File: config.mk
export PLATFORM = sky130hd
export DESIGN_NAME = cfg_item_port
export DESIGN_NICKNAME = d
export VERILOG_FILES = /design/src/rtl/cfg_item_pkg.sv /design/src/rtl/cfg_item_rom.sv /design/src/rtl/cfg_item_sel.sv /design/src/rtl/cfg_item_pack.sv /design/src/rtl/cfg_item_port.sv
export SDC_FILE = /design/constraint.sdc
export NUM_CORES = 1
export LEC_CHECK = 0
export BUFFER_PORTS_ARGS = -buffer_cell sky130_fd_sc_hd__buf_4
export CAP_MARGIN = 20
export CORE_ASPECT_RATIO = 1.1
export CORE_MARGIN = 8
export CORE_UTILIZATION = 55
export DETAILED_ROUTE_END_ITERATION = 8
export GPL_TIMING_DRIVEN = 0
export PLACE_DENSITY = 0.77
export SETUP_SLACK_MARGIN = 0.05
export SYNTH_ARGS = -nofsm -noshare
export SYNTH_HDL_FRONTEND = slang
export SYNTH_SLANG_ARGS = --single-unit
File: constraint.sdc
create_clock -name clk -period 10.46 [get_ports clk]
set_input_delay 1.046 -clock clk [delete_from_list [all_inputs] [get_ports clk]]
set_output_delay 1.046 -clock clk [all_outputs]
set_load 0.02 [all_outputs]
File: src/rtl/cfg_item_pkg.sv
package cfg_item_pkg;

   // Length in bytes of entry idx in plane p; empty_idx marks the data-less generic entry
   function automatic int item_len_f(input logic p, input int idx, input int empty_idx);
      if (!p && idx == empty_idx) return 0;
      return 2 * idx + 3 + (p ? 4 : 0);
   endfunction

   // Content of byte k of entry idx in plane p
   function automatic logic [7:0] item_byte_f(input logic p, input int idx, input int k);
      int v;
      v = (p ? 128 : 0) + 16 * idx + k;
      return 8'(v);
   endfunction

   typedef enum logic [1:0] {
      ACC_SELECT = 2'd0,
      ACC_READ   = 2'd1,
      ACC_REJECT = 2'd2
   } acc_kind_t;

endpackage

File: src/rtl/cfg_item_rom.sv
module cfg_item_rom #(
   parameter int LANES     = 8,
   parameter int OFS_W     = 8,
   parameter int ENT_W     = 3,
   parameter int EMPTY_IDX = 2
) (
   input  logic                 plane,
   input  logic [ENT_W-1:0]     idx,
   input  logic [OFS_W-1:0]     base_ofs,
   output logic [OFS_W-1:0]     item_len,
   output logic [8*LANES-1:0]   lane_bytes
);
   import cfg_item_pkg::*;

   assign item_len = OFS_W'(item_len_f(plane, int'(idx), EMPTY_IDX));

   // One computed lane per byte of the widest access
   for (genvar k = 0; k < LANES; k++) begin : g_lane
      assign lane_bytes[8*k +: 8] = item_byte_f(plane, int'(idx), int'(base_ofs) + k);
   end

endmodule

File: src/rtl/cfg_item_sel.sv
module cfg_item_sel #(
   parameter int KEY_W     = 16,
   parameter int ARCH_BIT  = 15,
   parameter int MAX_ENTRY = 8,
   parameter int ENT_W     = 3,
   parameter int OFS_W     = 8
) (
   input  logic               clk,
   input  logic               rst_n,
   input  logic               sel_we,
   input  logic [KEY_W-1:0]   sel_key,
   input  logic               adv_en,
   input  logic [3:0]         adv_cnt,
   output logic               cur_plane,
   output logic [ENT_W-1:0]   cur_idx,
   output logic               cur_valid,
   output logic [OFS_W-1:0]   cur_ofs
);
   localparam int IDX_W = KEY_W - 1;

   logic [IDX_W-1:0] key_idx;
   logic             key_in_range;

   // Index field is every key bit except the plane bit
   for (genvar b = 0; b < KEY_W; b++) begin : g_strip
      if (b < ARCH_BIT) begin : g_lo
         assign key_idx[b] = sel_key[b];
      end else if (b > ARCH_BIT) begin : g_hi
         assign key_idx[b-1] = sel_key[b];
      end
   end

   // Range check: power-of-two counts reduce to a zero test on the upper bits
   if ((MAX_ENTRY & (MAX_ENTRY - 1)) == 0 && ENT_W < IDX_W) begin : g_pow2
      assign key_in_range = ~|key_idx[IDX_W-1:ENT_W];
   end else begin : g_cmp
      assign key_in_range = (key_idx < IDX_W'(MAX_ENTRY));
   end

   always_ff @(posedge clk or negedge rst_n) begin
      if (!rst_n) begin
         cur_plane <= 1'b0;
         cur_idx   <= '0;
         cur_valid <= 1'b1;
         cur_ofs   <= '0;
      end else if (sel_we) begin
         cur_plane <= sel_key[ARCH_BIT];
         cur_idx   <= key_idx[ENT_W-1:0];
         cur_valid <= key_in_range;
         cur_ofs   <= '0;
      end else if (adv_en) begin
         cur_ofs   <= cur_ofs + OFS_W'(adv_cnt);
      end
   end

endmodule

File: src/rtl/cfg_item_pack.sv
module cfg_item_pack #(
   parameter int LANES = 8,
   parameter int OFS_W = 8
) (
   input  logic                 sel_valid,
   input  logic [OFS_W-1:0]     item_len,
   input  logic [OFS_W-1:0]     cur_ofs,
   input  logic [3:0]           rd_size,
   input  logic [8*LANES-1:0]   lane_bytes,
   output logic [8*LANES-1:0]   rd_data,
   output logic [3:0]           take_cnt
);
   logic [OFS_W-1:0] avail;

   always_comb begin
      if (sel_valid && item_len > cur_ofs) avail = item_len - cur_ofs;
      else                                 avail = '0;
      if (avail < OFS_W'(rd_size)) take_cnt = avail[3:0];
      else                         take_cnt = rd_size;
   end

   // Output byte p (p=0 least significant) carries lane size-1-p
   for (genvar p = 0; p < LANES; p++) begin : g_pos
      int lane;
      always_comb begin
         lane = int'(rd_size) - 1 - p;
         if (lane >= 0 && lane < int'(take_cnt))
            rd_data[8*p +: 8] = lane_bytes[8*lane +: 8];
         else
            rd_data[8*p +: 8] = 8'h00;
      end
   end

endmodule

File: src/rtl/cfg_item_port.sv
module cfg_item_port #(
   parameter int KEY_W     = 16,
   parameter int ARCH_BIT  = 15,
   parameter int MAX_ENTRY = 8,
   parameter int EMPTY_IDX = 2,
   parameter int LANES     = 8,
   parameter int OFS_W     = 8
) (
   input  logic                 clk,
   input  logic                 rst_n,
   input  logic                 req_valid,
   output logic                 req_ready,
   input  logic                 req_write,
   input  logic                 req_addr,
   input  logic [3:0]           req_size,
   input  logic [KEY_W-1:0]     req_wdata,
   output logic                 rsp_valid,
   output logic                 rsp_err,
   output logic [8*LANES-1:0]   rsp_rdata,
   output logic                 sel_ok
);
   import cfg_item_pkg::*;

   localparam int ENT_W   = (MAX_ENTRY > 1) ? $clog2(MAX_ENTRY) : 1;
   localparam int MAX_LEN = 2 * MAX_ENTRY + 7;

   if (LANES < 1 || LANES > 8) begin : g_bad_lanes
      $error("LANES must lie in 1..8");
   end
   if (ARCH_BIT < 0 || ARCH_BIT >= KEY_W) begin : g_bad_arch
      $error("ARCH_BIT must lie inside the key");
   end
   if (OFS_W < 4 || MAX_LEN + LANES >= (1 << OFS_W)) begin : g_bad_ofs
      $error("OFS_W too narrow for the item lengths");
   end
   if (ENT_W >= KEY_W - 1) begin : g_bad_ent
      $error("MAX_ENTRY too large for the key index field");
   end

   logic               acc;
   acc_kind_t          kind;
   logic               cur_plane;
   logic [ENT_W-1:0]   cur_idx;
   logic               cur_valid;
   logic [OFS_W-1:0]   cur_ofs;
   logic [OFS_W-1:0]   item_len;
   logic [8*LANES-1:0] lane_bytes;
   logic [8*LANES-1:0] pack_data;
   logic [3:0]         take_cnt;

   assign req_ready = 1'b1;
   assign acc       = req_valid & req_ready;

   always_comb begin
      if (req_write && !req_addr && req_size == 4'd2)
         kind = ACC_SELECT;
      else if (!req_write && req_addr && req_size != 4'd0 && req_size <= 4'(LANES))
         kind = ACC_READ;
      else
         kind = ACC_REJECT;
   end

   cfg_item_sel #(
      .KEY_W(KEY_W), .ARCH_BIT(ARCH_BIT), .MAX_ENTRY(MAX_ENTRY),
      .ENT_W(ENT_W), .OFS_W(OFS_W)
   ) u_sel (
      .clk       (clk),
      .rst_n     (rst_n),
      .sel_we    (acc && kind == ACC_SELECT),
      .sel_key   (req_wdata),
      .adv_en    (acc && kind == ACC_READ),
      .adv_cnt   (take_cnt),
      .cur_plane (cur_plane),
      .cur_idx   (cur_idx),
      .cur_valid (cur_valid),
      .cur_ofs   (cur_ofs)
   );

   cfg_item_rom #(
      .LANES(LANES), .OFS_W(OFS_W), .ENT_W(ENT_W), .EMPTY_IDX(EMPTY_IDX)
   ) u_rom (
      .plane      (cur_plane),
      .idx        (cur_idx),
      .base_ofs   (cur_ofs),
      .item_len   (item_len),
      .lane_bytes (lane_bytes)
   );

   cfg_item_pack #(
      .LANES(LANES), .OFS_W(OFS_W)
   ) u_pack (
      .sel_valid  (cur_valid),
      .item_len   (item_len),
      .cur_ofs    (cur_ofs),
      .rd_size    (req_size),
      .lane_bytes (lane_bytes),
      .rd_data    (pack_data),
      .take_cnt   (take_cnt)
   );

   always_ff @(posedge clk or negedge rst_n) begin
      if (!rst_n) begin
         rsp_valid <= 1'b0;
         rsp_err   <= 1'b0;
         rsp_rdata <= '0;
      end else begin
         rsp_valid <= acc;
         rsp_err   <= acc && kind == ACC_REJECT;
         rsp_rdata <= (acc && kind == ACC_READ) ? pack_data : '0;
      end
   end

   assign sel_ok = cur_valid;

endmodule

# Yosys cells after proc, flatten, opt, wreduce, memory -nomap -nowiden
# Cells that the tools add are included.
# word_totals
reg_bits	79
# classes
n_reduce_logical	26
n_eq_ne	4
shift	8
order_cmp	19
n_addsub	28
n_mux	19
# op_table
cell	n
$shiftx 64x32->8	7
$ge 32x1->1 const B	7
$lt 32x5->1	7
$mux 8	13
$add 8x8->8	10
$mux 64	1
$shiftx 64x8->8	1
$add 8x3->8 const B	4
$sub 5x4->6 const B	4
$logic_and 1x1->1	18
$add 8x2->8 const B	2
$reduce_or 12->1	1
$sub 5x3->6 const B	2
$add 8x1->8 const B	1
$add 8x4->8	1
$gt 8x8->1	1
$lt 8x4->1	1
$sub 8x8->8	1
$sub 5x2->6 const B	1
$add 4x2->5 const B	1
$ge 5x1->1 const B	1
$lt 5x5->1	1
$sub 4x1->5 const B	1
$eq 4x2->1 const B	1
other kinds (12)	16

# Logic depth before layout (Yosys ltp)
# depth
word_depth	13
mapped_depth	27
mapped_depth_nobuf	27

# By module
# Synthesis repeated with hierarchy kept, for this count alone.
# unflattened
cells_unflattened	968
area_unflattened_um2	8395.6
# modules_own_cells
module	n_inst	cells_per_inst	seq_area_each_um2	area_per_inst_um2
cfg_item_pack	1	603	0.0	4280.4
cfg_item_port	1	149	1651.6	2173.3
cfg_item_rom	1	142	0.0	1159.9
cfg_item_sel	1	74	326.6	782.0

# Least setup slack after synthesis
# Ideal clock, no wire load.
# synth_timing
kind	register to register
from	register u_sel.cur_idx[1]
to	register rsp_rdata[6]
setup_ns	0.095
period_less_slack_ns	5.224
arrival_ns	5.129
setup_slack_ns	5.236
path_stages_with_launch	24
path_cell_list	dfrtp_1 -> ha_1 -> inv_1 -> ha_1 -> ha_1 -> nor2b_1 -> ha_1 -> a21oi_1 -> a21o_1 -> a21o_1 -> nor2_1 -> ha_1 -> a31o_2 -> a21oi_1 -> a21o_1 -> nand2_1 -> a21oi_2 -> buf_2 -> ha_1 -> a221o_1 -> a21oi_1 -> ha_1 -> nand3_1 -> a211oi_1
# synth_via
elab_chain_len	13
elab_cells_between_ends	26
classes_between	12 x add/sub; 3 x order compare; 1 x eq/ne; 1 x shift; 6 x mux; 3 x reduce/logical
# synth_rtl
item	line_no	text
start, declared	cfg_item_sel.sv:15	output logic [ENT_W-1:0] cur_idx,
start signal, assigned	cfg_item_sel.sv:48	cur_idx <= key_idx[ENT_W-1:0];
branches (longest 11 deep; another with $add 8x8->8)	--	
$mux 8 (*)	cfg_item_pack.sv:27	if (lane >= 0 && lane < int'(take_cnt))
$mux 64 (*)	cfg_item_port.sv:109	rsp_rdata <= (acc && kind == ACC_READ) ? pack_data : '0;
end signal, assigned	cfg_item_port.sv:109	
end, declared	cfg_item_port.sv:19	output logic [8*LANES-1:0] rsp_rdata,
# Every way passes the cells marked *.
# A chain may end at the register's enable or synchronous reset.

# Final worst setup path
# layout_timing
from	register u_sel.cur_ofs[2]
to	register rsp_rdata[4]
# layout_via
elab_chain_len	9
elab_cells_between_ends	26
classes_between	16 x add/sub; 3 x order compare; 1 x shift; 4 x mux; 2 x reduce/logical
# layout_rtl
item	line_no	text
start, declared	cfg_item_sel.sv:17	output logic [OFS_W-1:0] cur_ofs
start signal, assigned	cfg_item_sel.sv:52	cur_ofs <= cur_ofs + OFS_W'(adv_cnt);
branches (longest 7 deep; another with $add 8x1->8)	--	
$mux 8 (*)	cfg_item_pack.sv:27	
$mux 64 (*)	cfg_item_port.sv:109	
# Marks and branches as above.

==> flow_summary.json <==
{
  "status": "completed",
  "drc": 0,
  "cts_setup_buffers": 0,
  "start_kind": "register",
  "arrival_ns": 6.72,
  "tightest_slew_ns": 1.05,
  "cts-root-buf": "clkbuf_16",
  "synthTopCellsByArea": "dfrtp_1, ha_1, a21oi_1",
  "path_class": "reg2reg",
  "critPathCaptureType": "register",
  "grt.total_usage_pct": 26.8,
  "timing.hold.ws_ns": 0.502,
  "clkTransAtPathRegs_ns": 0.07,
  "ios": 93,
  "drtAntennaViolNets": 0,
  "grt_max_degree": 80,
  "relSlewSlack_pct": 29.4,
  "grt_pass1_wl_um": 32500,
  "hold_class": "reg2reg",
  "rsz0062_at_grt": "false",
  "cts.sinks": 79,
  "finalCritPeriodShare_pct": 61.8,
  "cts_tree": "yes",
  "p_per_area_nw_per_um2": 147,
  "syn_to_final_growth_pct": 18.2,
  "synth_top_flop_cell": "dfrtp_1",
  "leakagePower_nw": 3.41,
  "dieArea_um2": 15300,
  "initial_core_util_pct": 55.9,
  "fin_setup_tns_ns": 0,
  "syn_avg_cell_area_um2": 8.45,
  "drtPass1Iterations": 6,
  "ctsHoldBuffers": 0,
  "clock_latency_ns": 0.34,
  "fmax_mhz": 155,
  "finalWirelength_um": 21100,
  "port_buffers": 89,
  "synth_area_um2": 6360,
  "yosysTopAreaCell": "dfrtp_1",
  "ys_seq_elements": 79,
  "fin_nets": 939,
  "synth_edf_count": 0,
  "htree_levels": 3,
  "async_flop_share_pct": 100,
  "coreArea_um2": 11400,
  "yosysSeqAreaShare_pct": 31.1,
  "antenna_found_initial": 0,
  "rows": 41,
  "nFillCells": 984,
  "finClkSkew_ns": 0.00910,
  "drt_iter0_markers": 734,
  "grt_pass1_vias": 5967,
  "slew_violations": 0,
  "wl_per_cell_um": 20.9,
  "dp_hpwl_um": 16400,
  "place_ws_ns": 4.18,
  "drv_cap": 0,
  "final_layout_size_suffix_gt1_share_pct": 15.7,
  "cts_buffer_depth": 2,
  "cts_buffers": 9,
  "die_x_um": 119,
  "synth_nets": 837,
  "hold_violations": 0,
  "grt_overflow": 0,
  "fin_ws_ns": 3.99,
  "crit_required_ns": 10.71,
  "cts_resized": 0,
  "peakVddDrop_mv": 0.105,
  "crit_fanout": 10,
  "final-setup-viol-count": 0,
  "routabilityCongestion": 0.979,
  "synth_cell_type_count": 65,
  "vias": 6298,
  "avgViaCountPerCell": 6.24,
  "yosys_warnings": 0,
  "syn_inst": 753,
  "diodes": 0,
  "die_y_um": 129,
  "period_needed_ns": 6.47,
  "synth_top_area_share_pct": 30.7
}
final timing paths:
check	from	cells after the start	endpoint	slack, ns
hold reg to reg	u_sel.cur_valid	2	u_sel.cur_valid	0.50
hold / removal	u_sel.cur_valid	2	u_sel.cur_valid	0.50
max in group asynchronous	rst_n	1	rsp_rdata[48]	8.97
setup / recovery	u_sel.cur_ofs[2]	20	rsp_rdata[4]	3.99
min in group asynchronous	rst_n	1	rsp_rdata[44]	0.86
setup reg to reg	u_sel.cur_ofs[2]	20	rsp_rdata[4]	3.99
layout by cell type, fill, tap and decap left out, drive strengths merged, types with 20 or more instances in the layout:
cell      n
buf     107
xor2     23
a211oi   20
a21oi    84
xnor2    44
nand2    73
dfrtp    78
clkbuf   31
inv      35
o21ai    36
nor2     63
nor3     28
ha       56
power by group:
group / switching (mW) / total, mW / internal (mW)
sequential: 0.0147 / 0.327 / 0.312
combinational: 0.304 / 0.466 / 0.162
clock: 0.138 / 0.309 / 0.171
flip-flops by register name, indices dropped and copies added, names as in the netlist:
| name | cells |
|---|---|
| rsp_err | 1 |
| rsp_valid | 1 |
| u_sel.cur_idx | 3 |
| u_sel.cur_plane | 1 |
| u_sel.cur_valid | 1 |
| rsp_rdata | 64 |
| u_sel.cur_ofs | 8 |
worst max-delay path, cell delays in order, from the launching register on:
cell	delay [ns]
dfrtp_1	0.54
clkbuf_1	0.50
inv_1	0.33
ha_1	0.50
nand4_1	0.19
o211ai_1	0.35
a21o_1	0.28
nor2_1	0.12
ha_1	0.35
a31o_2	0.25
a21oi_1	0.24
a21o_1	0.23
nand2_1	0.21
a21oi_2	0.43
buf_2	0.34
ha_1	0.29
a221o_1	0.35
a21oi_1	0.14
ha_1	0.16
nand3_1	0.29
nor3_1	0.28
cell usage after synthesis (3+ instances only):
cell type  count
o22ai_1        5
xor2_1        23
ha_1          56
dfrtp_1       78
a2111oi_0      3
nor3b_1        6
mux2i_1       15
a21o_1        11
inv_1         28
a221oi_1       4
a21boi_0       4
nand2b_1       9
o211ai_1       5
o21a_1         6
nor4_1         6
nand3_1       18
a31oi_1       10
nor2_1        63
o31ai_1        4
xnor2_1       44
o21ai_0       36
a211oi_1      19
buf_1          8
a22oi_1        8
clkbuf_1      21
inv_2          4
a21oi_1       83
buf_2          6
fa_1           3
nand2_1       73
mux2_2         3
o211a_1        3
and3_1         7
maj3_1         3
nor2b_1       11
nand4_1        4
nor3_1        28
cell type report:
class | count | area, um2 | area share (%)
multi-input combinational | 605 | 4110 | 54.6
sequential | 79 | 1980 | 26.3
timing repair buffer | 91 | 681 | 9.05
clock buffer | 10 | 239 | 3.18
tap | 150 | 188 | 2.50
buffer | 37 | 158 | 2.10
inverter | 32 | 120 | 1.60
clock inverter | 6 | 52.6 | 0.699
per-layer routing:
layer,track usage (%),share of wire [%],routed length [um]
met2,44.2,47,9930
met4,13.8,4.3,900
met1,33.1,40,8490
met5,0,0,0
met3,5.12,8.4,1780
logic make-up after synthesis:
| group | Yosys count | synth area share [%] |
|---|---|---|
| adder cells (fa/ha/maj) | 63 | 12.6 |
| XOR/XNOR | 67 | 9.22 |
| buffers and inverters | 69 | 4.37 |
| AND/OR/NAND/NOR | 232 | 16.8 |
| other | 1 | 0.0590 |
| flip-flops | 79 | 31.1 |
| AO/OA/AOI/OAI | 224 | 23.0 |
| multiplexers | 18 | 2.89 |
through the flow:
| step | instance area, um2 | std cells | total power [mW] | utilization [%] |
|---|---|---|---|---|
| after floorplan | 6360 | 753 | 0.652 | - |
| after global placement | 7220 | 992 | 0.772 | 63.4 |
| after detailed placement | 7230 | 994 | 0.781 | 63.5 |
| after CTS | 7520 | 1010 | 1.09 | 66.0 |
| after global routing | 7520 | 1010 | 1.15 | 66.0 |
| final | 7520 | 1010 | 1.10 | 66.0 |
(Power assumes the default switching activity.)
